File: src/rtl/irqc_pkg.sv
package irqc_pkg;
  localparam int ID_W   = 10;
  localparam int PRIO_W = 8;
  localparam int ADDR_W = 8;
  localparam int DATA_W = 32;
  localparam int BINPT_W = 3;

  localparam logic [ADDR_W-1:0] OFS_CTRL  = 8'h00;
  localparam logic [ADDR_W-1:0] OFS_MASK  = 8'h04;
  localparam logic [ADDR_W-1:0] OFS_BINPT = 8'h08;
  localparam logic [ADDR_W-1:0] OFS_ACK   = 8'h0C;
  localparam logic [ADDR_W-1:0] OFS_DONE  = 8'h10;
  localparam logic [ADDR_W-1:0] OFS_RUN   = 8'h14;
  localparam logic [ADDR_W-1:0] OFS_PEEK  = 8'h18;

  localparam logic [ID_W-1:0]   SPURIOUS_ID = '1;
  localparam logic [PRIO_W-1:0] IDLE_PRIO   = '1;

  typedef struct packed {
    logic [ID_W-1:0]   id;
    logic [PRIO_W-1:0] prio;
  } irq_entry_t;
endpackage

File: src/rtl/irqc_prio_stack.sv
module irqc_prio_stack
  import irqc_pkg::*;
#(
  parameter int DEPTH = 4,
  localparam int CNT_W = $clog2(DEPTH + 1)
) (
  input  logic             clk,
  input  logic             rst_n,
  input  logic             push,
  input  irq_entry_t       push_entry,
  input  logic             pop,
  output irq_entry_t       top_entry,
  output logic             empty,
  output logic             full,
  output logic [CNT_W-1:0] level
);
  logic [CNT_W-1:0] cnt_q, cnt_d;
  irq_entry_t       ent_q [DEPTH];
  logic             do_push, do_pop;

  assign empty   = (cnt_q == '0);
  assign full    = (cnt_q == CNT_W'(DEPTH));
  assign level   = cnt_q;
  assign do_push = push && !full;
  assign do_pop  = pop && !empty && !push;

  always_comb begin
    cnt_d = cnt_q;
    if (do_push)     cnt_d = cnt_q + 1'b1;
    else if (do_pop) cnt_d = cnt_q - 1'b1;
  end

  always_ff @(posedge clk or negedge rst_n) begin
    if (!rst_n) cnt_q <= '0;
    else        cnt_q <= cnt_d;
  end

  for (genvar i = 0; i < DEPTH; i++) begin : g_slot
    logic slot_we;
    assign slot_we = do_push && (cnt_q == CNT_W'(i));
    always_ff @(posedge clk or negedge rst_n) begin
      if (!rst_n)       ent_q[i] <= '0;
      else if (slot_we) ent_q[i] <= push_entry;
    end
  end

  always_comb begin
    top_entry.id   = SPURIOUS_ID;
    top_entry.prio = IDLE_PRIO;
    for (int i = 0; i < DEPTH; i++) begin
      if (cnt_q == CNT_W'(i + 1)) top_entry = ent_q[i];
    end
  end
endmodule

File: src/rtl/irqc_gate.sv
module irqc_gate
  import irqc_pkg::*;
(
  input  logic              enable,
  input  logic              cand_valid,
  input  logic [ID_W-1:0]   cand_id,
  input  logic [PRIO_W-1:0] cand_prio,
  input  logic [PRIO_W-1:0] mask,
  input  logic [PRIO_W-1:0] run_prio,
  input  logic              stack_full,
  output logic              grant_ok,
  output logic [ID_W-1:0]   best_id
);
  logic below_mask, below_run;

  assign below_mask = (cand_prio < mask);
  assign below_run  = (cand_prio < run_prio);
  assign grant_ok   = enable && cand_valid && below_mask && below_run && !stack_full;
  assign best_id    = grant_ok ? cand_id : SPURIOUS_ID;
endmodule

File: src/rtl/irqc_regs.sv
module irqc_regs
  import irqc_pkg::*;
(
  input  logic               clk,
  input  logic               rst_n,
  input  logic               bus_sel,
  input  logic               bus_wr,
  input  logic [ADDR_W-1:0]  bus_addr,
  input  logic [DATA_W-1:0]  bus_wdata,
  input  logic [ID_W-1:0]    best_id,
  input  logic [PRIO_W-1:0]  run_prio,
  output logic [DATA_W-1:0]  bus_rdata,
  output logic               ctrl_en,
  output logic [PRIO_W-1:0]  mask,
  output logic               ack_rd,
  output logic               done_wr
);
  logic               en_q, en_d;
  logic [PRIO_W-1:0]  mask_q, mask_d;
  logic [BINPT_W-1:0] bp_q, bp_d;
  logic               wr_ctrl, wr_mask, wr_bp;

  assign wr_ctrl = bus_sel && bus_wr && (bus_addr == OFS_CTRL);
  assign wr_mask = bus_sel && bus_wr && (bus_addr == OFS_MASK);
  assign wr_bp   = bus_sel && bus_wr && (bus_addr == OFS_BINPT);
  assign ack_rd  = bus_sel && !bus_wr && (bus_addr == OFS_ACK);
  assign done_wr = bus_sel && bus_wr && (bus_addr == OFS_DONE);

  always_comb begin
    en_d   = wr_ctrl ? bus_wdata[0] : en_q;
    mask_d = wr_mask ? bus_wdata[PRIO_W-1:0] : mask_q;
    bp_d   = wr_bp   ? bus_wdata[BINPT_W-1:0] : bp_q;
  end

  always_ff @(posedge clk or negedge rst_n) begin
    if (!rst_n) begin
      en_q   <= 1'b0;
      mask_q <= '0;
      bp_q   <= '0;
    end else begin
      en_q   <= en_d;
      mask_q <= mask_d;
      bp_q   <= bp_d;
    end
  end

  always_comb begin
    unique case (bus_addr)
      OFS_CTRL:          bus_rdata = DATA_W'(en_q);
      OFS_MASK:          bus_rdata = DATA_W'(mask_q);
      OFS_BINPT:         bus_rdata = DATA_W'(bp_q);
      OFS_ACK, OFS_PEEK: bus_rdata = DATA_W'(best_id);
      OFS_RUN:           bus_rdata = DATA_W'(run_prio);
      default:           bus_rdata = '0;
    endcase
  end

  assign ctrl_en = en_q;
  assign mask    = mask_q;
endmodule

File: src/rtl/irqc_cpu_port.sv
module irqc_cpu_port
  import irqc_pkg::*;
#(
  parameter int DEPTH = 4,
  localparam int CNT_W = $clog2(DEPTH + 1)
) (
  input  logic              clk,
  input  logic              rst_n,
  input  logic              bus_sel,
  input  logic              bus_wr,
  input  logic [ADDR_W-1:0] bus_addr,
  input  logic [DATA_W-1:0] bus_wdata,
  output logic [DATA_W-1:0] bus_rdata,
  input  logic              cand_valid,
  input  logic [ID_W-1:0]   cand_id,
  input  logic [PRIO_W-1:0] cand_prio,
  output logic              irq_out,
  output logic              ack_strobe,
  output logic [ID_W-1:0]   ack_id,
  output logic              eoi_strobe,
  output logic [ID_W-1:0]   eoi_id
);
  logic              ctrl_en, ack_rd, done_wr, grant_ok;
  logic [PRIO_W-1:0] mask, run_prio;
  logic [ID_W-1:0]   best_id, wdata_id;
  irq_entry_t        top_entry, push_entry;
  logic              empty, full, push, pop;
  logic [CNT_W-1:0]  level;

  logic              irq_q, irq_d;
  logic              ack_stb_q, ack_stb_d, eoi_stb_q, eoi_stb_d;
  logic [ID_W-1:0]   ack_id_q, ack_id_d, eoi_id_q, eoi_id_d;

  irqc_regs u_regs (
    .clk(clk), .rst_n(rst_n), .bus_sel(bus_sel), .bus_wr(bus_wr),
    .bus_addr(bus_addr), .bus_wdata(bus_wdata), .best_id(best_id),
    .run_prio(run_prio), .bus_rdata(bus_rdata), .ctrl_en(ctrl_en),
    .mask(mask), .ack_rd(ack_rd), .done_wr(done_wr)
  );

  irqc_gate u_gate (
    .enable(ctrl_en), .cand_valid(cand_valid), .cand_id(cand_id),
    .cand_prio(cand_prio), .mask(mask), .run_prio(run_prio),
    .stack_full(full), .grant_ok(grant_ok), .best_id(best_id)
  );

  irqc_prio_stack #(.DEPTH(DEPTH)) u_stack (
    .clk(clk), .rst_n(rst_n), .push(push), .push_entry(push_entry),
    .pop(pop), .top_entry(top_entry), .empty(empty), .full(full),
    .level(level)
  );

  assign run_prio        = top_entry.prio;
  assign wdata_id        = bus_wdata[ID_W-1:0];
  assign push_entry.id   = cand_id;
  assign push_entry.prio = cand_prio;
  assign push            = ack_rd && grant_ok;
  assign pop             = done_wr && !empty && (wdata_id == top_entry.id);

  always_comb begin
    irq_d     = ctrl_en && grant_ok;
    ack_stb_d = push;
    ack_id_d  = push ? cand_id : ack_id_q;
    eoi_stb_d = pop;
    eoi_id_d  = pop ? top_entry.id : eoi_id_q;
  end

  always_ff @(posedge clk or negedge rst_n) begin
    if (!rst_n) begin
      irq_q     <= 1'b0;
      ack_stb_q <= 1'b0;
      ack_id_q  <= '0;
      eoi_stb_q <= 1'b0;
      eoi_id_q  <= '0;
    end else begin
      irq_q     <= irq_d;
      ack_stb_q <= ack_stb_d;
      ack_id_q  <= ack_id_d;
      eoi_stb_q <= eoi_stb_d;
      eoi_id_q  <= eoi_id_d;
    end
  end

  assign irq_out    = irq_q;
  assign ack_strobe = ack_stb_q;
  assign ack_id     = ack_id_q;
  assign eoi_strobe = eoi_stb_q;
  assign eoi_id     = eoi_id_q;
endmodule

File: config.mk
export PLATFORM = sky130hd
export DESIGN_NAME = irqc_cpu_port
export DESIGN_NICKNAME = d
export VERILOG_FILES = /design/src/rtl/irqc_pkg.sv /design/src/rtl/irqc_prio_stack.sv /design/src/rtl/irqc_gate.sv /design/src/rtl/irqc_regs.sv /design/src/rtl/irqc_cpu_port.sv
export SDC_FILE = /design/constraint.sdc
export NUM_CORES = 1
export LEC_CHECK = 0
export BUFFER_PORTS_ARGS = -buffer_cell sky130_fd_sc_hd__clkbuf_2
export CORE_MARGIN = 10
export CORE_UTILIZATION = 30
export DETAILED_ROUTE_END_ITERATION = 8
export GPL_ROUTABILITY_DRIVEN = 0
export SYNTH_ARGS = -nofsm -noshare
export SYNTH_HDL_FRONTEND = slang
export SYNTH_SLANG_ARGS = --single-unit
File: constraint.sdc
create_clock -name clk -period 3.77 [get_ports clk]
set_clock_uncertainty 0.15 [all_clocks]
set_input_delay 0.1885 -clock clk [delete_from_list [all_inputs] [get_ports clk]]
set_output_delay 0.1885 -clock clk [all_outputs]
set_load 0.1 [all_outputs]
# Yosys cells after proc, flatten, opt, wreduce, memory -nomap -nowiden
# Index checks and enable logic that the tools add are counted.
[op_classes] n_eq_ne=11 n_lt_le_gt_ge=2 add_sub_neg=2 reduce_logical=30 muxes=8
[ops] op="$mux W18" count=4
[ops] op="$pmux W10 S5" count=1
[ops] op="$eq A8 B5 Y1 const B" count=3
[ops] op="$logic_and A1 B1 Y1" count=22
[ops] op="$eq A8 B4 Y1 const B" count=2
[ops] op="$lt A8 B8 Y1" count=2
[ops] op="$eq A10 B10 Y1" count=1
[ops] op="$mux W10" count=1
[ops] op="$eq A8 B3 Y1 const B" count=1
[ops] op="$logic_not A8 Y1" count=1
[ops] op="$eq A3 B2 Y1 const B" count=2
[ops] op="$mux W3" count=2
[ops] op="$logic_not A1 Y1" count=4
[ops] op="$add A3 B1 Y3 const B" count=1
[ops] op="$eq A3 B1 Y1 const B" count=1
[ops] op="$eq A3 B3 Y1 const B" count=1
[ops] op="$logic_not A3 Y1" count=1
[ops] op="$sub A3 B1 Y3 const B" count=1
[ops] op="$reduce_bool A2 Y1" count=1
[ops] op="$reduce_or A2 Y1" count=1
[word_totals] output_inout_bits=55 ff_bits=110 wordCells=70 inputBits=63

# Logic depth before layout (Yosys ltp)
[depth] depth_word=13 depth_mapped=19 ltp_nobuf=14

# By module
# From an unflattened synthesis, not the netlist that was laid out.
[hier_totals] cells_unflattened=502 hier_area_um2=6015.8
[by_module_without_submodules] mod="irqc_prio_stack" seq_area_each_um2=1876.8 n_inst=1 cells_each=269 area_per_inst_um2=3503.4
[by_module_without_submodules] mod="irqc_cpu_port" seq_area_each_um2=575.6 n_inst=1 cells_each=67 area_per_inst_um2=1019.7
[by_module_without_submodules] mod="irqc_regs" seq_area_each_um2=300.3 n_inst=1 cells_each=103 area_per_inst_um2=1006.0
[by_module_without_submodules] mod="irqc_gate" seq_area_each_um2=0.0 n_inst=1 cells_each=63 area_per_inst_um2=486.7

# Worst setup path before layout
# OpenSTA, ideal clock, no wires.
[synth_timing] path_type="flip-flop to output port" startpoint="register u_stack.cnt_q[2] (netlist: u_stack.level[2])" endpoint="output port bus_rdata[8]" t_required_ps=3431 path_stages_with_launch=16 n_path_buf=4 t_arrival_ps=4345 slack_ps=-914 path_cell_list="dfrtp_1 -> buf_4 -> clkinv_1 -> ha_1 -> buf_2 -> clkbuf_1 -> o211ai_1 -> o221ai_1 -> ha_1 -> nand2_1 -> nor4b_1 -> o41a_1 -> a211o_1 -> clkbuf_1 -> nor2_1 -> nor2_1"
[synth_between] elab_chain_cells=10 elab_cells_between_ends=14 classes_between="1 x order compare; 4 x eq/ne; 6 x mux; 3 x reduce/logical"
[synth_lines] element="start: declaration" line="irqc_prio_stack.sv:17" text="logic [CNT_W-1:0] cnt_q, cnt_d;"
[synth_lines] element="start signal: assignment" line="irqc_prio_stack.sv:35" text="else cnt_q <= cnt_d;"
[synth_lines] element="$eq A3 B1 Y1" line="irqc_prio_stack.sv:51" text="if (cnt_q == CNT_W'(i + 1)) top_entry = ent_q[i];"
[synth_lines] element="$mux W18 (4 in series)" line="irqc_prio_stack.sv:51"
[synth_lines] element="$lt A8 B8 Y1" line="irqc_gate.sv:17" text="assign below_run = (cand_prio < run_prio);"
[synth_lines] element="$logic_and A1 B1 Y1" line="irqc_gate.sv:18" text="assign grant_ok = enable && cand_valid && below_mask && below_run && !stack_full;"
[synth_lines] element="$logic_and A1 B1 Y1 *" line="irqc_gate.sv:18"
[synth_lines] element="$mux W10 *" line="irqc_gate.sv:19" text="assign best_id = grant_ok ? cand_id : SPURIOUS_ID;"
[synth_lines] element="$pmux W10 S5 *" line="irqc_regs.sv:48" text="unique case (bus_addr)"
[synth_lines] element="end: declaration" line="irqc_cpu_port.sv:13" text="output logic [DATA_W-1:0] bus_rdata,"
# Mark *: on every way between the ends. The rest lies on a longest branch, timed or not.

# Worst setup path in the final report
[layout_timing] startpoint="register u_stack.cnt_q[0] (netlist: u_stack.level[0])" endpoint="output port bus_rdata[5]"
[layout_between] elab_chain_cells=10 elab_cells_between_ends=14 classes_between="1 x order compare; 4 x eq/ne; 6 x mux; 3 x reduce/logical"
[layout_lines] element="$eq A3 B1 Y1" line="irqc_prio_stack.sv:51"
[layout_lines] element="$mux W18 (4 in series)" line="irqc_prio_stack.sv:51"
[layout_lines] element="$lt A8 B8 Y1" line="irqc_gate.sv:17"
[layout_lines] element="$logic_and A1 B1 Y1 (2 in series)" line="irqc_gate.sv:18"
[layout_lines] element="$mux W10" line="irqc_gate.sv:19"
[layout_lines] element="$pmux W10 S5 *" line="irqc_regs.sv:48"
# Marks and branches as above.

==> flow_summary.ini <==
[run_status]
outcome = finished with violations
violations = setup timing

[floorplan]
die_height_um = 163
design.die.area_um2 = 26700
placeableCoreArea_um2 = 20200
die-width_um = 163
rows = 52
ioPinCount = 118
initial_utilization_pct = 30.5

[route]
dr.pass1.iters = 4
drt_iter0_drc = 297
routed_via_density = 5.00
drc_errors = 0
wl_per_cell_um = 19.9
ant_nets = 0
dr_total_vias = 4672
routed_wl_um = 18600

[global_routing]
grt_util_all_layers_pct = 13.2
grt_pass1_vias = 4710
antenna_found_initial = 0
grt-ovfl-total = 0
grt_first_pass_wirelength_um = 27400
grt_max_degree = 59

[setup_path]
slowest_delay_ps = 450
cp_cell_sequence = buf_6 -> ha_4 -> buf_4 -> a21oi_1 -> a21oi_1 -> o211ai_1 -> o221ai_2 -> ha_1 -> nor4b_2 -> o41a_1 -> a211o_4 -> buf_6 -> o21ai_2 -> o211ai_1 -> clkbuf_16
arrival_ps = 3580
worst_path_max_delay_cell = dfrtp_2
path_buf_inv = 4
critPathKind = reg -> out
path_max_fanout = 9
end_kind = primary output
r2r_start = u_stack.level[0]$_DFFE_PN0P_
worstSetupStartpoint = u_stack.level[0]$_DFFE_PN0P_
required_ps = 3430
setup.worst_path.start_class = flop
cpLargestDelayFamily = compound AO/OA/AOI/OAI gates

[place]
placed_cells = 888
portBuffers = 73
dpl_cell_area_um2 = 7150
hpwl_um = 12800

[power]
power.total_mw = 2.39
power.density_nw_per_um2 = 298
p_leak_nw = 3.80
ir_worst_vdd_mv = 0.237

[finish]
num-nets-final = 744
design_area_um2 = 8010
final_cells = 935
multiInputGateArea_um2 = 3470
insertedDiodeCount = 0
regArea_um2 = 2750
fill_cells = 1927
drive_above_1_share_pct = 44.8
area_growth_pct = 29.9

[sta]
holdWs_ps = 14.8
final_hold_viol_count = 0
timing.fmax_mhz = 255
fin_crit_ps = 3920
period_share_pct = 104
grt_setup_unrepaired = yes
fin_ws_ps = -146
max-slew-margin-rel_pct = 49.1
tightest_slew_ps = 758
finalSetupViolCount = 46
slew_viol_final = 0

[synthesis]
yosysSeqAreaShare_pct = 44.6
syn-cell-area_um2 = 6170
synthFlopType = dfrtp_1
synth_edf_count = 0
yosys_warnings = 0
yosysUniqueCellTypes = 70
async_flop_share_pct = 100
ys_ff_latch = 110
postSynthAreaPerCell_um2 = 11.6
netlist_instances = 534

[clocking]
clk_pin_slew_ps = 70
cts.sinks = 110
clk-insertion-delay-late_ps = 360
numCtsBuffers = 9
cts_buffer_depth = 2
cts_tree = done
cts_root_buf = clkbuf_16
cts_htree_levels = 3

[min_path]
min_path_type = in -> reg
timing.hold.worst.start = cand_prio[6]

[run]
max_cap_viol_count = 0
## power breakdown
part / switching [mW] / internal (mW) / leakage [nW]
sequential: 0.00319 / 1.18 / 1.50
combinational: 0.191 / 0.0501 / 2.17
clock: 0.447 / 0.513 / 0.131
total: 0.641 / 1.75 / 3.80
## registers in the layout (all words and copies together) (netlist names)
register        cells
u_regs.bp_q         3
u_regs.mask         8
ack_id             10
u_stack.ent_q      72
eoi_strobe          1
ack_strobe          1
u_stack.level       3
irq_out             1
eoi_id             10
u_regs.ctrl_en      1
## timing repair
action | in CTS | in global routing
endpoints found under the setup margin | 64 | 101
gates cloned | 1 | 9
resized for setup | 26 | 31
pin swaps | 20 | 20
endpoints found under the hold margin | 62 | 0
hold buffers | 6 | 0
setup buffers | 7 | 9
## synthesized netlist by cell type, types with 5 or more instances
| library cell | n | area (um^2) |
|---|---|---|
| a21oi_1 | 23 | 115 |
| a22oi_1 | 5 | 37.5 |
| buf_2 | 7 | 35.0 |
| buf_4 | 25 | 188 |
| buf_6 | 5 | 56.3 |
| clkbuf_1 | 7 | 26.3 |
| dfrtp_1 | 110 | 2750 |
| ha_1 | 20 | 250 |
| inv_1 | 26 | 97.6 |
| mux2_2 | 81 | 912 |
| mux2_4 | 14 | 210 |
| mux2i_1 | 8 | 80.1 |
| nand2_1 | 28 | 105 |
| nand2b_1 | 8 | 50.1 |
| nand3_1 | 6 | 30.0 |
| nand4_1 | 5 | 31.3 |
| nor2_1 | 27 | 101 |
| nor2b_1 | 5 | 31.3 |
| o211ai_1 | 12 | 90.1 |
| o21ai_0 | 17 | 85.1 |
| o221ai_1 | 14 | 123 |
| xnor2_1 | 8 | 70.1 |
## layer usage
layer / vias up / wire (um) / global-route usage, %
met5: - / 0 / 0
met4: 0 / 272 / 4.10
met3: 14 / 904 / 2.52
met2: 115 / 9090 / 21.8
met1: 2374 / 8300 / 17.0
li1: 2169 / - / -
## cells by family (layout without fill, tap and decap cells)
kind of cell | after synthesis | count (layout) | share of synthesized area [%]
AOI/OAI and AO/OA | 103 | 104 | 12.7
xor gates and xnor gates | 12 | 12 | 1.70
adders and majority gates | 20 | 20 | 4.06
buffers and inverters | 73 | 173 | 6.98
DFF | 110 | 110 | 44.6
muxes | 106 | 106 | 20.0
other | 1 | 22 | 0.0608
and+or+nand+nor | 109 | 118 | 9.80
## path summary, 6_finish.rpt
| path | endpoint | slack [ps] | cells after the start |
|---|---|---|---|
| max in group asynchronous | u_stack.level[0]$_DFFE_PN0P_ | 2300 | 3 |
| min in group asynchronous | u_regs.ctrl_en$_DFFE_PN0P_ | 290 | 2 |
| worst max register to register | u_stack.ent_q[22]$_DFFE_PN0P_ | -70 | 17 |
| worst min-delay path | u_stack.ent_q[24]$_DFFE_PN0P_ | 10 | 2 |
| worst max-delay path | bus_rdata[5] | -150 | 15 |
| worst min register to register | u_stack.ent_q[40]$_DFFE_PN0P_ | 340 | 1 |
## cell type report
type | instances | share of cell area (%)
tap | 270 | 4.22
multi-input combinational | 382 | 43.4
inverter | 27 | 1.33
timing repair buffer | 131 | 13.1
clock buffer | 10 | 2.86
sequential | 110 | 34.4
clock inverter | 5 | 0.765
## layout by cell type (no fill, tap or decap), types with 12 or more instances in the layout
master / synthesis / routed
a21oi_1: 23 / 20
buf_4: 25 / 42
clkbuf_2: 0 / 62
conb_1: 1 / 22
dfrtp_1: 110 / 109
ha_1: 20 / 13
inv_1: 26 / 25
mux2_2: 81 / 81
mux2_4: 14 / 14
nand2_1: 28 / 26
nor2_1: 27 / 23
o211ai_1: 12 / 12
## worst reg2reg max path, stage by stage (launching register included)
cell	delay [ps]
dfrtp_2	450
buf_6	130
ha_4	190
buf_4	210
a21oi_1	160
a21oi_1	60
o211ai_1	220
o221ai_2	150
ha_1	200
inv_1	50
nor3_1	40
a311o_1	370
buf_4	170
a2111oi_4	290
buf_4	180
and2_4	270
nand2_8	110
mux2_1	320
## through the flow
| stage | setup TNS, ps | setup WS (ps) | utilization (%) |
|---|---|---|---|
| CTS | -1530 | -208 | 38.0 |
| finish | -2230 | -146 | 39.6 |
| detailed placement | -1150 | -63.3 | 35.3 |
| floorplan | -1510 | -280 | - |
| global route | -13840 | -312 | 39.6 |
| global placement | -543 | -35.9 | 35.3 |
No activity file was read; power rests on OpenSTA's default activity.
